--- config.mk ---
export PLATFORM = sky130hd
export DESIGN_NAME = i2cm_cmd_sequencer
export DESIGN_NICKNAME = d
export VERILOG_FILES = /design/src/rtl/i2cm_seq_pkg.sv /design/src/rtl/i2cm_seq_fifo.sv /design/src/rtl/i2cm_seq_fsm.sv /design/src/rtl/i2cm_cmd_sequencer.sv
export SDC_FILE = /design/constraint.sdc
export NUM_CORES = 1
export LEC_CHECK = 0
export ABC_CLOCK_PERIOD_IN_PS = 2760
export BUFFER_PORTS_ARGS = -buffer_cell sky130_fd_sc_hd__buf_2
export CORE_MARGIN = 1.5
export CORE_UTILIZATION = 53
export DETAILED_ROUTE_END_ITERATION = 10
export PLACE_DENSITY = 0.72
export SKIP_CTS_REPAIR_TIMING = 1
export SLEW_MARGIN = 30
export SYNTH_ARGS = -nofsm -noshare
export SYNTH_HDL_FRONTEND = slang
export SYNTH_SLANG_ARGS = --single-unit
export TNS_END_PERCENT = 20
--- constraint.sdc ---
create_clock -name clk -period 2.76 [get_ports clk]
set_input_delay 0.138 -clock clk [delete_from_list [all_inputs] [get_ports clk]]
set_output_delay 0.138 -clock clk [all_outputs]
set_load 0.05 [all_outputs]
--- src/rtl/i2cm_seq_pkg.sv ---
package i2cm_seq_pkg;
    localparam int CMD_W        = 11;
    localparam int CMD_RD_BIT   = 8;
    localparam int CMD_STOP_BIT = 9;
    localparam int CMD_RS_BIT   = 10;
    localparam logic [4:0] TEN_PREFIX = 5'b11110;

    typedef enum logic [2:0] {
        OP_NONE    = 3'd0,
        OP_START   = 3'd1,
        OP_RESTART = 3'd2,
        OP_WRITE   = 3'd3,
        OP_READ    = 3'd4,
        OP_STOP    = 3'd5
    } op_kind_e;

    typedef enum logic [3:0] {
        S_IDLE, S_START, S_ADDR_HI, S_ADDR_LO, S_ADDR_RS, S_ADDR_RD,
        S_HOLD, S_RESTART, S_DATA, S_ABORT, S_STOP
    } seq_state_e;
endpackage

--- src/rtl/i2cm_seq_fifo.sv ---
module i2cm_seq_fifo #(
    parameter int WIDTH = 8,
    parameter int DEPTH = 8,
    localparam int PTR_W = (DEPTH > 1) ? $clog2(DEPTH) : 1,
    localparam int LVL_W = $clog2(DEPTH + 1)
) (
    input  logic             clk,
    input  logic             rst_n,
    input  logic             flush,
    input  logic             push,
    input  logic [WIDTH-1:0] push_data,
    input  logic             pop,
    output logic [WIDTH-1:0] head,
    output logic [LVL_W-1:0] level,
    output logic             full,
    output logic             empty
);
    logic [WIDTH-1:0] mem [DEPTH];
    logic [PTR_W-1:0] wr_ptr, rd_ptr;
    logic do_push, do_pop;

    function automatic logic [PTR_W-1:0] step(input logic [PTR_W-1:0] p);
        return (p == PTR_W'(DEPTH - 1)) ? '0 : p + 1'b1;
    endfunction

    assign full    = (level == LVL_W'(DEPTH));
    assign empty   = (level == '0);
    assign do_push = push && !full && !flush;
    assign do_pop  = pop && !empty && !flush;
    assign head    = mem[rd_ptr];

    always_ff @(posedge clk or negedge rst_n) begin
        if (!rst_n) begin
            wr_ptr <= '0;
            rd_ptr <= '0;
            level  <= '0;
        end else if (flush) begin
            wr_ptr <= '0;
            rd_ptr <= '0;
            level  <= '0;
        end else begin
            if (do_push) wr_ptr <= step(wr_ptr);
            if (do_pop)  rd_ptr <= step(rd_ptr);
            level <= level + LVL_W'(do_push) - LVL_W'(do_pop);
        end
    end

    always_ff @(posedge clk) begin
        if (do_push) mem[wr_ptr] <= push_data;
    end

    AST_LEVEL_BOUND: assert property (@(posedge clk) disable iff (!rst_n)
        level <= LVL_W'(DEPTH));
    AST_FULL_DROP: assert property (@(posedge clk) disable iff (!rst_n)
        push && full && !pop && !flush |=> level == $past(level));
endmodule

--- src/rtl/i2cm_seq_fsm.sv ---
module i2cm_seq_fsm
    import i2cm_seq_pkg::*;
(
    input  logic             clk,
    input  logic             rst_n,
    input  logic             enable,
    input  logic             tar_ten,
    input  logic [9:0]       tar_addr,
    input  logic [CMD_W-1:0] cmd_head,
    input  logic             cmd_avail,
    input  logic             rx_full,
    input  logic             op_ready,
    input  logic             op_nack,
    output logic             op_valid,
    output op_kind_e         op_kind,
    output logic [7:0]       op_data,
    output logic             cmd_pop,
    output logic             rx_push,
    output logic             flush,
    output logic             bus_held
);
    seq_state_e state, nxt;
    logic dir, rs_done;
    logic hs, head_rd, want_rs;

    assign hs      = op_valid && op_ready;
    assign head_rd = cmd_head[CMD_RD_BIT];
    assign want_rs = cmd_head[CMD_RS_BIT] && !rs_done;

    always_comb begin
        nxt = state;
        unique case (state)
            S_IDLE:    if (enable && cmd_avail) nxt = S_START;
            S_START:   if (hs) nxt = S_ADDR_HI;
            S_ADDR_HI: if (hs) nxt = op_nack ? S_ABORT : (tar_ten ? S_ADDR_LO : S_HOLD);
            S_ADDR_LO: if (hs) nxt = op_nack ? S_ABORT : (dir ? S_ADDR_RS : S_HOLD);
            S_ADDR_RS: if (hs) nxt = S_ADDR_RD;
            S_ADDR_RD: if (hs) nxt = op_nack ? S_ABORT : S_HOLD;
            S_HOLD:    if (cmd_avail) nxt = want_rs ? S_RESTART : S_DATA;
            S_RESTART: if (hs) nxt = S_ADDR_HI;
            S_DATA:    if (hs) nxt = (op_nack && !head_rd) ? S_ABORT :
                                     (cmd_head[CMD_STOP_BIT] ? S_STOP : S_HOLD);
            S_ABORT:   nxt = S_STOP;
            S_STOP:    if (hs) nxt = S_IDLE;
            default:   nxt = S_IDLE;
        endcase
    end

    always_ff @(posedge clk or negedge rst_n) begin
        if (!rst_n) begin
            state   <= S_IDLE;
            dir     <= 1'b0;
            rs_done <= 1'b0;
        end else begin
            state <= nxt;
            if ((state == S_IDLE && nxt == S_START) || (state == S_HOLD && nxt == S_RESTART))
                dir <= head_rd;
            if (cmd_pop || state == S_ABORT)
                rs_done <= 1'b0;
            else if (state == S_RESTART && hs)
                rs_done <= 1'b1;
        end
    end

    always_comb begin
        op_valid = 1'b0;
        op_kind  = OP_NONE;
        op_data  = '0;
        unique case (state)
            S_START: begin
                op_valid = 1'b1;
                op_kind  = OP_START;
            end
            S_ADDR_HI: begin
                op_valid = 1'b1;
                op_kind  = OP_WRITE;
                op_data  = tar_ten ? {TEN_PREFIX, tar_addr[9:8], 1'b0} : {tar_addr[6:0], dir};
            end
            S_ADDR_LO: begin
                op_valid = 1'b1;
                op_kind  = OP_WRITE;
                op_data  = tar_addr[7:0];
            end
            S_ADDR_RS, S_RESTART: begin
                op_valid = 1'b1;
                op_kind  = OP_RESTART;
            end
            S_ADDR_RD: begin
                op_valid = 1'b1;
                op_kind  = OP_WRITE;
                op_data  = {TEN_PREFIX, tar_addr[9:8], 1'b1};
            end
            S_DATA: begin
                op_valid = !(head_rd && rx_full);
                op_kind  = head_rd ? OP_READ : OP_WRITE;
                op_data  = head_rd ? 8'h00 : cmd_head[7:0];
            end
            S_STOP: begin
                op_valid = 1'b1;
                op_kind  = OP_STOP;
            end
            default: ;
        endcase
    end

    assign cmd_pop  = (state == S_DATA) && hs;
    assign rx_push  = cmd_pop && head_rd;
    assign flush    = (state == S_ABORT);
    assign bus_held = (state == S_HOLD);

    AST_VALID_STABLE: assert property (@(posedge clk) disable iff (!rst_n)
        op_valid && !op_ready |=> op_valid && $stable(op_kind) && $stable(op_data));
    AST_READ_ROOM: assert property (@(posedge clk) disable iff (!rst_n)
        op_valid && op_kind == OP_READ |-> !rx_full);
    AST_STOP_IDLE: assert property (@(posedge clk) disable iff (!rst_n)
        op_valid && op_ready && op_kind == OP_STOP |=> !op_valid && !bus_held);
endmodule

--- src/rtl/i2cm_cmd_sequencer.sv ---
module i2cm_cmd_sequencer
    import i2cm_seq_pkg::*;
#(
    parameter int TX_DEPTH = 8,
    parameter int RX_DEPTH = 8,
    localparam int TX_LVL_W = $clog2(TX_DEPTH + 1),
    localparam int RX_LVL_W = $clog2(RX_DEPTH + 1)
) (
    input  logic                clk,
    input  logic                rst_n,
    input  logic                enable,
    input  logic                tar_ten,
    input  logic [9:0]          tar_addr,
    input  logic [TX_LVL_W-1:0] tx_thresh,
    input  logic [RX_LVL_W-1:0] rx_thresh,
    input  logic                flag_clr,
    input  logic                cmd_wr_en,
    input  logic [CMD_W-1:0]    cmd_wr_data,
    input  logic                rx_rd_en,
    output logic [7:0]          rx_rd_data,
    output logic [TX_LVL_W-1:0] tx_level,
    output logic [RX_LVL_W-1:0] rx_level,
    output logic                tx_below_thresh,
    output logic                rx_above_thresh,
    output logic                tx_overflow,
    output logic                rx_underflow,
    output logic                tx_abort,
    output logic                bus_held,
    output logic                op_valid,
    input  logic                op_ready,
    output logic [2:0]          op_kind,
    output logic [7:0]          op_data,
    input  logic                op_nack,
    input  logic [7:0]          op_rdata
);
    logic [CMD_W-1:0] cmd_head;
    logic tx_full, tx_empty, rx_full, rx_empty;
    logic cmd_pop, rx_push, flush;
    op_kind_e kind;

    i2cm_seq_fifo #(.WIDTH(CMD_W), .DEPTH(TX_DEPTH)) u_txq (
        .clk(clk), .rst_n(rst_n), .flush(flush),
        .push(cmd_wr_en), .push_data(cmd_wr_data),
        .pop(cmd_pop), .head(cmd_head), .level(tx_level),
        .full(tx_full), .empty(tx_empty)
    );

    i2cm_seq_fifo #(.WIDTH(8), .DEPTH(RX_DEPTH)) u_rxq (
        .clk(clk), .rst_n(rst_n), .flush(flush),
        .push(rx_push), .push_data(op_rdata),
        .pop(rx_rd_en), .head(rx_rd_data), .level(rx_level),
        .full(rx_full), .empty(rx_empty)
    );

    i2cm_seq_fsm u_fsm (
        .clk(clk), .rst_n(rst_n), .enable(enable),
        .tar_ten(tar_ten), .tar_addr(tar_addr),
        .cmd_head(cmd_head), .cmd_avail(!tx_empty), .rx_full(rx_full),
        .op_ready(op_ready), .op_nack(op_nack),
        .op_valid(op_valid), .op_kind(kind), .op_data(op_data),
        .cmd_pop(cmd_pop), .rx_push(rx_push), .flush(flush),
        .bus_held(bus_held)
    );

    assign op_kind         = kind;
    assign tx_below_thresh = (tx_level <= tx_thresh);
    assign rx_above_thresh = (rx_level > rx_thresh);

    always_ff @(posedge clk or negedge rst_n) begin
        if (!rst_n) begin
            tx_overflow  <= 1'b0;
            rx_underflow <= 1'b0;
            tx_abort     <= 1'b0;
        end else begin
            tx_overflow  <= (tx_overflow && !flag_clr) || (cmd_wr_en && tx_full);
            rx_underflow <= (rx_underflow && !flag_clr) || (rx_rd_en && rx_empty);
            tx_abort     <= (tx_abort && !flag_clr) || flush;
        end
    end

    AST_ABORT_FLUSH: assert property (@(posedge clk) disable iff (!rst_n)
        flush |=> (tx_level == '0) && (rx_level == '0) && tx_abort);
endmodule

Word-level counts from Yosys, hierarchy flattened. Memories as Yosys holds them, arrays and structs flattened. Index checks and enable logic that the tools add are counted. Widths: inputs -> output; s select.

Register bits: 29. RAM bits: 152. Input bits: 46. Output and inout bits: 34. Memories kept: 2.

Add/sub/neg operators: 8. $lt $le $gt $ge: 2. Eq/ne operators: 18. Mux-type cells: 44. Reduce and logical (&&, ||, !) cells: 49.

Memory list: u_txq.mem (depth 8, bits a word 11, rd ports 1, clocked after memory_dff 0, write ports 1, line i2cm_seq_fifo.sv:18) `logic [WIDTH-1:0] mem [DEPTH];`; u_rxq.mem (depth 8, bits a word 8, rd ports 1, clocked after memory_dff 0, write ports 1, line i2cm_seq_fifo.sv:18).

Operator list (count): $mux 4 (17); $mux 3 (14); $pmux 4 s10 (1); $pmux 8 s4 (1); $logic_and 1x1->1 (23); $eq 4x3->1 const B (5); $eq 4x4->1 const B (5); $mux 8 (2); $pmux 3 s5 (1); $add 3x1->3 const B (4); $eq 3x3->1 const B (4); $logic_not 4->1 (3); $reduce_bool 2->1 (5); $logic_not 1->1 (9); $add 4x1->4 (2); $eq 4x1->1 const B (2); $eq 4x2->1 const B (2); $sub 4x1->4 (2); $reduce_or 7->1 (1); $mux 1 (6); $logic_or 1x1->1 (5); $gt 4x4->1 (1); $le 4x4->1 (1); $reduce_or 2->1 (2); 3 further kinds (3).

Longest topological paths before layout. Gate-level depths: netlist of the first run.

Depth in word-level cells: 12. Depth in mapped cells: 13. Gate-level depth less buffers: 13.

By module. Synthesis of the first run repeated with hierarchy kept, for this count alone.

Cells, all modules: 519. Area total of the unflattened synthesis: 8511.9 µm².

Modules (own cells, without submodules): i2cm_seq_fifo at u_txq (instances 1, cells an instance 204, area an instance 4086.4 µm², sequential area each 2892.8 µm²); i2cm_seq_fifo at u_rxq (instances 1, cells an instance 169, area an instance 3169.3 µm², sequential area each 2172.1 µm²); i2cm_seq_fsm (instances 1, cells an instance 112, area an instance 950.9 µm², sequential area each 150.1 µm²); i2cm_cmd_sequencer (instances 1, cells an instance 34, area an instance 305.3 µm², sequential area each 75.1 µm²).

Least setup slack after synthesis of the first run. OpenSTA, ideal clock, no wires.

Path kind: register -> register. Start: register u_rxq.level[2]. End: memory u_rxq.mem[10][0], in the netlist u_rxq.mem[5][0] (enable). Setup time: 0.385 ns. Arrival: 2.626 ns. Data required time: 2.375 ns. Setup slack: -0.251 ns. Cell stages (with the launch flop): 9. Buffers on the path: 1. Clock period less this slack: 3.011 ns. Path through: dfrtp_1 > inv_1 > ha_1 > a311o_1 > a31oi_2 > and3b_1 > buf_4 > nand2_1 > nor3b_1.

Cells in the longest elaborated chain, start to end: 11. Elaborated cells between the ends (all ways): 12. Classes of those cells: eq/ne (1); mux (3); reduce/logical (8).

Ends and longest elaborated chain: start: declaration (line i2cm_seq_fifo.sv:14) `output logic [LVL_W-1:0] level,`; start signal: assignment (line i2cm_seq_fifo.sv:44) `level <= level + LVL_W'(do_push) - LVL_W'(do_pop);`; $eq 4x4->1 * (line i2cm_seq_fifo.sv:26) `assign full = (level == LVL_W'(DEPTH));`; $logic_and 1x1->1 (line i2cm_seq_fsm.sv:94) `op_valid = !(head_rd && rx_full);`; $logic_not 1->1 (line i2cm_seq_fsm.sv:94); $pmux 1 s2 (line i2cm_seq_fsm.sv:69) `unique case (state)`; $logic_and 1x1->1 (line i2cm_seq_fsm.sv:26) `assign hs = op_valid && op_ready;`; $logic_and 1x1->1 (line i2cm_seq_fsm.sv:106) `assign cmd_pop = (state == S_DATA) && hs;`; $logic_and 1x1->1 (line i2cm_seq_fsm.sv:107) `assign rx_push = cmd_pop && head_rd;`; $logic_and 1x1->1 * (2 in a row) (line i2cm_seq_fifo.sv:28) `assign do_push = push && !full && !flush;`; $mux 1 * (line i2cm_seq_fifo.sv:49) `if (do_push) mem[wr_ptr] <= push_data;`; $mux 1 (implied by the code) * (line i2cm_seq_fifo.sv:49); end: declaration (line i2cm_seq_fifo.sv:18).

Mark *: on every way between the ends. The rest lies on a longest branch, timed or not.

Worst setup path in the final report of the first run.
Start: register u_fsm.state[0]. End: output port op_data[6].

Cells in the longest elaborated chain, start to end: 2. Elaborated cells between the ends (all ways): 5. Classes of those cells: eq/ne (4); mux (1).

Ends and longest elaborated chain: start: declaration (line i2cm_seq_fsm.sv:22) `seq_state_e state, nxt;`; start signal: assignment (line i2cm_seq_fsm.sv:55) `state <= nxt;`; $eq 4x4->1 (tied with other cells) (line i2cm_seq_fsm.sv:69); $pmux 8 s4 * (line i2cm_seq_fsm.sv:69); end: declaration (line i2cm_cmd_sequencer.sv:32) `output logic [7:0] op_data,`.

Marks and branches as above.

==> impl_metrics.ini, run 1 <==
[sta]
grt_setup_unrepaired = false
min_period_over_period = 0.943
worst_slew_margin_rel = 0.498
final_hold_violating_endpoints = 6
setup-violations-final = 0
period_needed_ns = 2.60
worst-slew-pin-transition_ns = 0.752
finalMaxSlewViolations = 0
fin_hold_ws_ns = -0.00438
achievable-frequency_mhz = 384
worst_clock_skew_ns = 0.0134

[logic_synthesis]
post_synth_main_area_contributors = edfxtp_1 55%, mux4_2 9.6%, dfrtp_1 8.8%
synth_area_um2 = 8250
syn_avg_cell_area_um2 = 15.1
synth_flop_cell = edfxtp_1
number_of_flops_mapped_to_enable_cells_by_yosys = 152
synth_top_area_frac = 0.553
postSynthNetCount = 623
netlist.top_cell.by_area = edfxtp_1
synth_async_sr_flop_share = 0.160
synthCells = 547
yosysWarnings = 0
part_of_the_yosys_area_used_for_sequential_elements = 0.641
ys_ff_latch = 181
synth_cell_type_count = 60

[drt]
drt_drc_violations_left = 0
route.final.wire_length_um = 17600
number_of_nets_still_failing_antenna_checks_after_routing = 0
routed_via_density = 5.90
detailedRoute.firstIterationViolations = 287
routedWlPerCell_um = 20.1
detailroute.via_count = 5156
detailedRoute.firstPassIterationCount = 4

[run]
drv_cap = 0

[cts]
clkLatencyLatePin_ns = 0.43
cts_made_buffers = 17
clock_sinks = 181
tritoncts = done
clk_pin_slew_worst_paths_ns = 0.07
clk_root_buffer_cell = clkbuf_16
clockBufferDepth = 2
h-tree-depth = 4

[finish]
utilization = 0.642
commonest_cells_after_routing_fill_and_taps_aside = 152 x edfxtp_1, 79 x buf_2, 37 x nand2_1
layout_commonest_cell = edfxtp_1
drive_gt1_frac = 0.299
n_antenna_cell = 0
num-nets-final = 749
post_layout_nonfiller_instances = 874
areaGrowthSynthToFinish_pct = 18.3
fillers = 1085

[grt]
largest_net_degree_at_the_start_of_global_routing = 30
groute.layer.met3.usage = 0.0501
first_global_vias = 5138
globalRoute.totalOverflow = 0
grt_first_pass_wirelength_um = 27100
globalRoute.busiestLayer = met2
initial_antenna_violation_count = 0
global_route.usage.met1 = 0.280
grt.met2_usage = 0.389
grt.total_usage = 0.225

[critical_path]
setup.worst_path.start_class = flop
critPathBufInv = 3
worstPathCellList = buf_4, nand2b_1, nor3_1, buf_4, o21ai_0, nand2_1, a21oi_1, o21ai_1, buf_2
critical_path.endpoint_type = output pin
crit_path_dat_ns = 2.47
cp_slowest_stage_delay_ns = 0.45
critPathSlowestCell = dfrtp_1
worstPathMaxFanout = 9
path_common_cell = buf_4
critPathTopFamily = buffers and inverters
path_class = reg2out
crit_required_ns = 2.62

[placed_design]
place.port_buffers = 79
dp.final_hpwl_um = 11800
post-place-cells = 823
gp_congestion = 0.892

[worst_hold_path]
hp-class = in2reg

[power_and_ir_drop]
power_leakage_nw = 3.70
vdd.ir_drop.worst_uv = 639
pwr_density_cell_nw_per_um2 = 1080
total_power_mw = 10.5

[die]
die_x_um = 128
die_area_um2 = 16300
design.core.area_um2 = 15200
initial_core_util = 0.543
ioPinCount = 80
std_cell_rows = 45
die_h_um = 128

[outcome]
violations_in_the_final_reports = hold timing
run_status = finished with violations
layer usage:
metal,wire length [um],part of all wire
met1,7340,0.42
met3,903,0.051
met4,402,0.023
met5,0,0
met2,8930,0.51
report_power, final:
| part | internal (mW) | switching, mW |
|---|---|---|
| Combinational | 1.73 | 2.87 |
| Sequential | 3.36 | 0.311 |
| Clock | 1.17 | 1.06 |
| Total | 6.26 | 4.24 |
cell usage after synthesis, types with 9 or more instances:
cell type and count:
edfxtp_1 152, nand2_1 38, mux4_2 35, nor2_1 35, dfrtp_1 29, ha_1 28, inv_1 27, mux2i_1 21
a21oi_1 18, o21ai_0 13, o21ai_1 12, buf_2 11, nor3_1 10, clkbuf_1 9
stage by stage:
stage / TNS (ns) / area (um^2) / setup WS, ns
after CTS: -0.0198 / 9570 / -0.0198
final: 0 / 9760 / 0.157
after global routing: 0 / 9760 / 0.00706
after global placement: 0 / 9020 / 0.291
after floorplan: -3.44 / 8260 / -0.191
after detailed placement: 0 / 9020 / 0.211
path summary, 6_finish.rpt:
check | from | to | slack (ns) | cells past startpoint
min | cmd_wr_data[9] | u_txq.mem[5][9] | -0.004 | 1
min in group asynchronous | rst_n | u_txq.wr_ptr[2] | 0.30 | 2
max in group asynchronous | rst_n | u_txq.rd_ptr[1] | 1.96 | 2
max reg2reg | u_rxq.level[2] | u_txq.level[2] | 0.21 | 12
max | u_fsm.state[0] | op_data[6] | 0.16 | 9
min reg2reg | u_fsm.rs_done | u_fsm.rs_done | 0.53 | 1
kinds of logic after synthesis:
logic type	after synthesis	share of synthesized area
flops	181	0.641
xor+xnor	4	0.00425
mux	64	0.132
compound gates	80	0.0657
simple gates	133	0.0804
fa+ha+maj	30	0.0473
buf+inv	55	0.0294
cell type report:
cell class,count,area [um^2],area share
Clock buffer,17,425,0.0436
Sequential cell,181,5290,0.542
Tap cell,188,235,0.0241
Multi-Input combinational cell,311,2730,0.280
Inverter,29,109,0.0112
Timing Repair Buffer,133,848,0.0869
Clock inverter,15,121,0.0124
sequential cells by signal, indices dropped and copies added (netlist names):
| signal | cells |
|---|---|
| u_fsm.state | 4 |
| u_txq.mem | 88 |
| u_rxq.mem | 64 |
| u_rxq.wr_ptr | 3 |
| u_txq.rd_ptr | 3 |
| u_fsm.rs_done | 1 |
| u_rxq.level | 4 |
| u_txq.wr_ptr | 3 |
| u_rxq.rd_ptr | 3 |
| tx_overflow | 1 |
| rx_underflow | 1 |
| u_fsm.dir | 1 |
| u_txq.level | 4 |
| tx_abort | 1 |
Power figures use the tool's default switching activity.
==> run 2: changes to the inputs <==
--- a/config.mk
+++ b/config.mk
@@ -10,7 +10,7 @@
 export CORE_MARGIN = 1.5
 export CORE_UTILIZATION = 53
 export DETAILED_ROUTE_END_ITERATION = 10
-export PLACE_DENSITY = 0.72
+export PLACE_DENSITY = 0.75
 export SKIP_CTS_REPAIR_TIMING = 1
 export SLEW_MARGIN = 30
 export SYNTH_ARGS = -nofsm -noshare
==> impl_metrics.ini, run 2 (synthesized netlist as in run 1, its figures left out) <==
[critical_path]
critPathTopFamily = adder cells
setup.worst_path.start_class = flop
worstPathCellList = inv_1, ha_1, a311o_1, nand3_1, o211ai_1, nor2_1, ha_1, inv_1, ha_1, fa_1, and2_1
crit_path_dat_ns = 2.91
path_class = reg2reg
reg2reg_from = u_rxq.level[2]
critPathBufInv = 2
critical_path.endpoint_type = flop
critPathSlowestCell = fa_1
crit_required_ns = 3.09
path_common_cell = ha_1
cp_slowest_stage_delay_ns = 0.42
setup.worst_path.start = u_rxq.level[2]
worstPathMaxFanout = 3

[grt]
largest_net_degree_at_the_start_of_global_routing = 30
grt_first_pass_wirelength_um = 27600
globalRoute.totalOverflow = 0
global_route.usage.met1 = 0.289
initial_antenna_violation_count = 1
first_global_vias = 5144
groute.layer.met3.usage = 0.0551
grt.met2_usage = 0.388
grt.total_usage = 0.226
globalRoute.busiestLayer = met2

[drt]
route.final.wire_length_um = 17700
number_of_nets_still_failing_antenna_checks_after_routing = 0
drt_drc_violations_left = 0
detailedRoute.firstIterationViolations = 301
routed_via_density = 5.81
routedWlPerCell_um = 20.1
detailedRoute.firstPassIterationCount = 5
detailroute.via_count = 5109

[finish]
reg.largest.list = u_txq.mem x88, u_rxq.mem x64
finish.instance_area_um2 = 9820
largest_reg_flops = 88
fillers = 1086
area_of_combinational_cells_with_multiple_inputs_um2 = 2740
num-nets-final = 753
post_layout_nonfiller_instances = 879
areaGrowthSynthToFinish_pct = 19.0
drive_gt1_frac = 0.301
area.sequential_um2 = 5290
commonest_cells_after_routing_fill_and_taps_aside = 152 x edfxtp_1, 79 x buf_2, 38 x buf_4
largest_register = u_txq.mem
layout_commonest_cell = edfxtp_1

[sta]
setup-violations-final = 0
grt_setup_unrepaired = false
period_needed_ns = 2.59
worst_clock_skew_ns = 0.00985
worst-slew-pin-transition_ns = 0.770
layout_setup_ws_ns = 0.172
worst_slew_margin_rel = 0.487
final_hold_violating_endpoints = 0
finalMaxSlewViolations = 0
fin_hold_ws_ns = 0.0216
min_period_over_period = 0.938
achievable-frequency_mhz = 386

[die]
std_cell_rows = 45
ioPinCount = 80
die_h_um = 128
die_x_um = 128
design.core.area_um2 = 15200
die_area_um2 = 16300
initial_core_util = 0.543

[power_and_ir_drop]
power_leakage_nw = 3.72
total_power_mw = 10.6
vdd.ir_drop.worst_uv = 507
pwr_density_cell_nw_per_um2 = 1080

[cts]
clock_sinks = 181
cts_made_buffers = 17
h-tree-depth = 4
clk_root_buffer_cell = clkbuf_16
clk_pin_slew_worst_paths_ns = 0.08
clkLatencyLatePin_ns = 0.43
tritoncts = done
clockBufferDepth = 2

[placed_design]
dp.final_hpwl_um = 12100
post-place-cells = 826
gp_congestion = 0.879
postPlaceCellArea_um2 = 9040
pre_cts_slack_ns = 0.185
place.port_buffers = 79

[outcome]
run_status = finished clean

[worst_hold_path]
hp-class = in2reg
worst_hold_startpoint = op_rdata[2]

[run]
drv_cap = 0
==> run 2: cell types whose count changed in the layout (fill, tap and decap cells not counted), moves of 2 or more <==
cell / before / now
clkinv_2: 2 / 0
buf_4: 35 / 38
clkinv_4: 3 / 0
clkinvlp_4: 4 / 6
inv_6: 2 / 4
==> run 2: layout make-up <==
type                            count  share of cell area
Antenna cell                        1            0.000255
Clock buffer                       19              0.0451
Clock inverter                     13              0.0121
Inverter                           29              0.0111
Multi-Input combinational cell    311               0.279
Sequential cell                   181               0.539
Tap cell                          188              0.0240
Timing Repair Buffer              137              0.0897
==> run 2: per-stage QoR <==
stage	util	TNS [ns]
after floorplan	-	-3.44
after global placement	0.595	0
after detailed placement	0.595	0
after CTS	0.632	-0.0267
after global routing	0.646	0
final	0.646	0
==> run 2: layer usage <==
metal	part of all wire	wire length (um)	vias up
li1	-	-	2359
met1	0.41	7260	2576
met2	0.52	9250	152
met3	0.051	908	22
met4	0.015	271	0
met5	0	0	-
==> run 2: final timing paths <==
check                                  endpoint  slack (ns)  cells after the start
worst max-delay path             u_txq.level[1]        0.17                     11
worst min-delay path            u_rxq.mem[5][2]        0.02                      1
worst max register to register   u_txq.level[1]        0.17                     11
worst min register to register         tx_abort        0.52                      2
max in group asynchronous       u_txq.rd_ptr[1]        1.98                      2
min in group asynchronous       u_txq.wr_ptr[2]        0.29                      2
==> run 2: worst register-to-register path, stage by stage, from the launching register on <==
cell	delay (ns)
dfrtp_1	0.37
inv_1	0.09
ha_1	0.21
a311o_1	0.34
nand3_1	0.11
o211ai_1	0.11
nor2_1	0.17
ha_1	0.26
inv_1	0.06
ha_1	0.19
fa_1	0.42
and2_1	0.15
==> run 2: power breakdown <==
| part | internal, mW | switching (mW) | leakage [nW] |
|---|---|---|---|
| registers | 3.36 | 0.329 | 1.74 |
| clock network | 1.21 | 1.08 | 0.256 |
| logic | 1.75 | 2.85 | 1.73 |
| total | 6.31 | 4.26 | 3.72 |
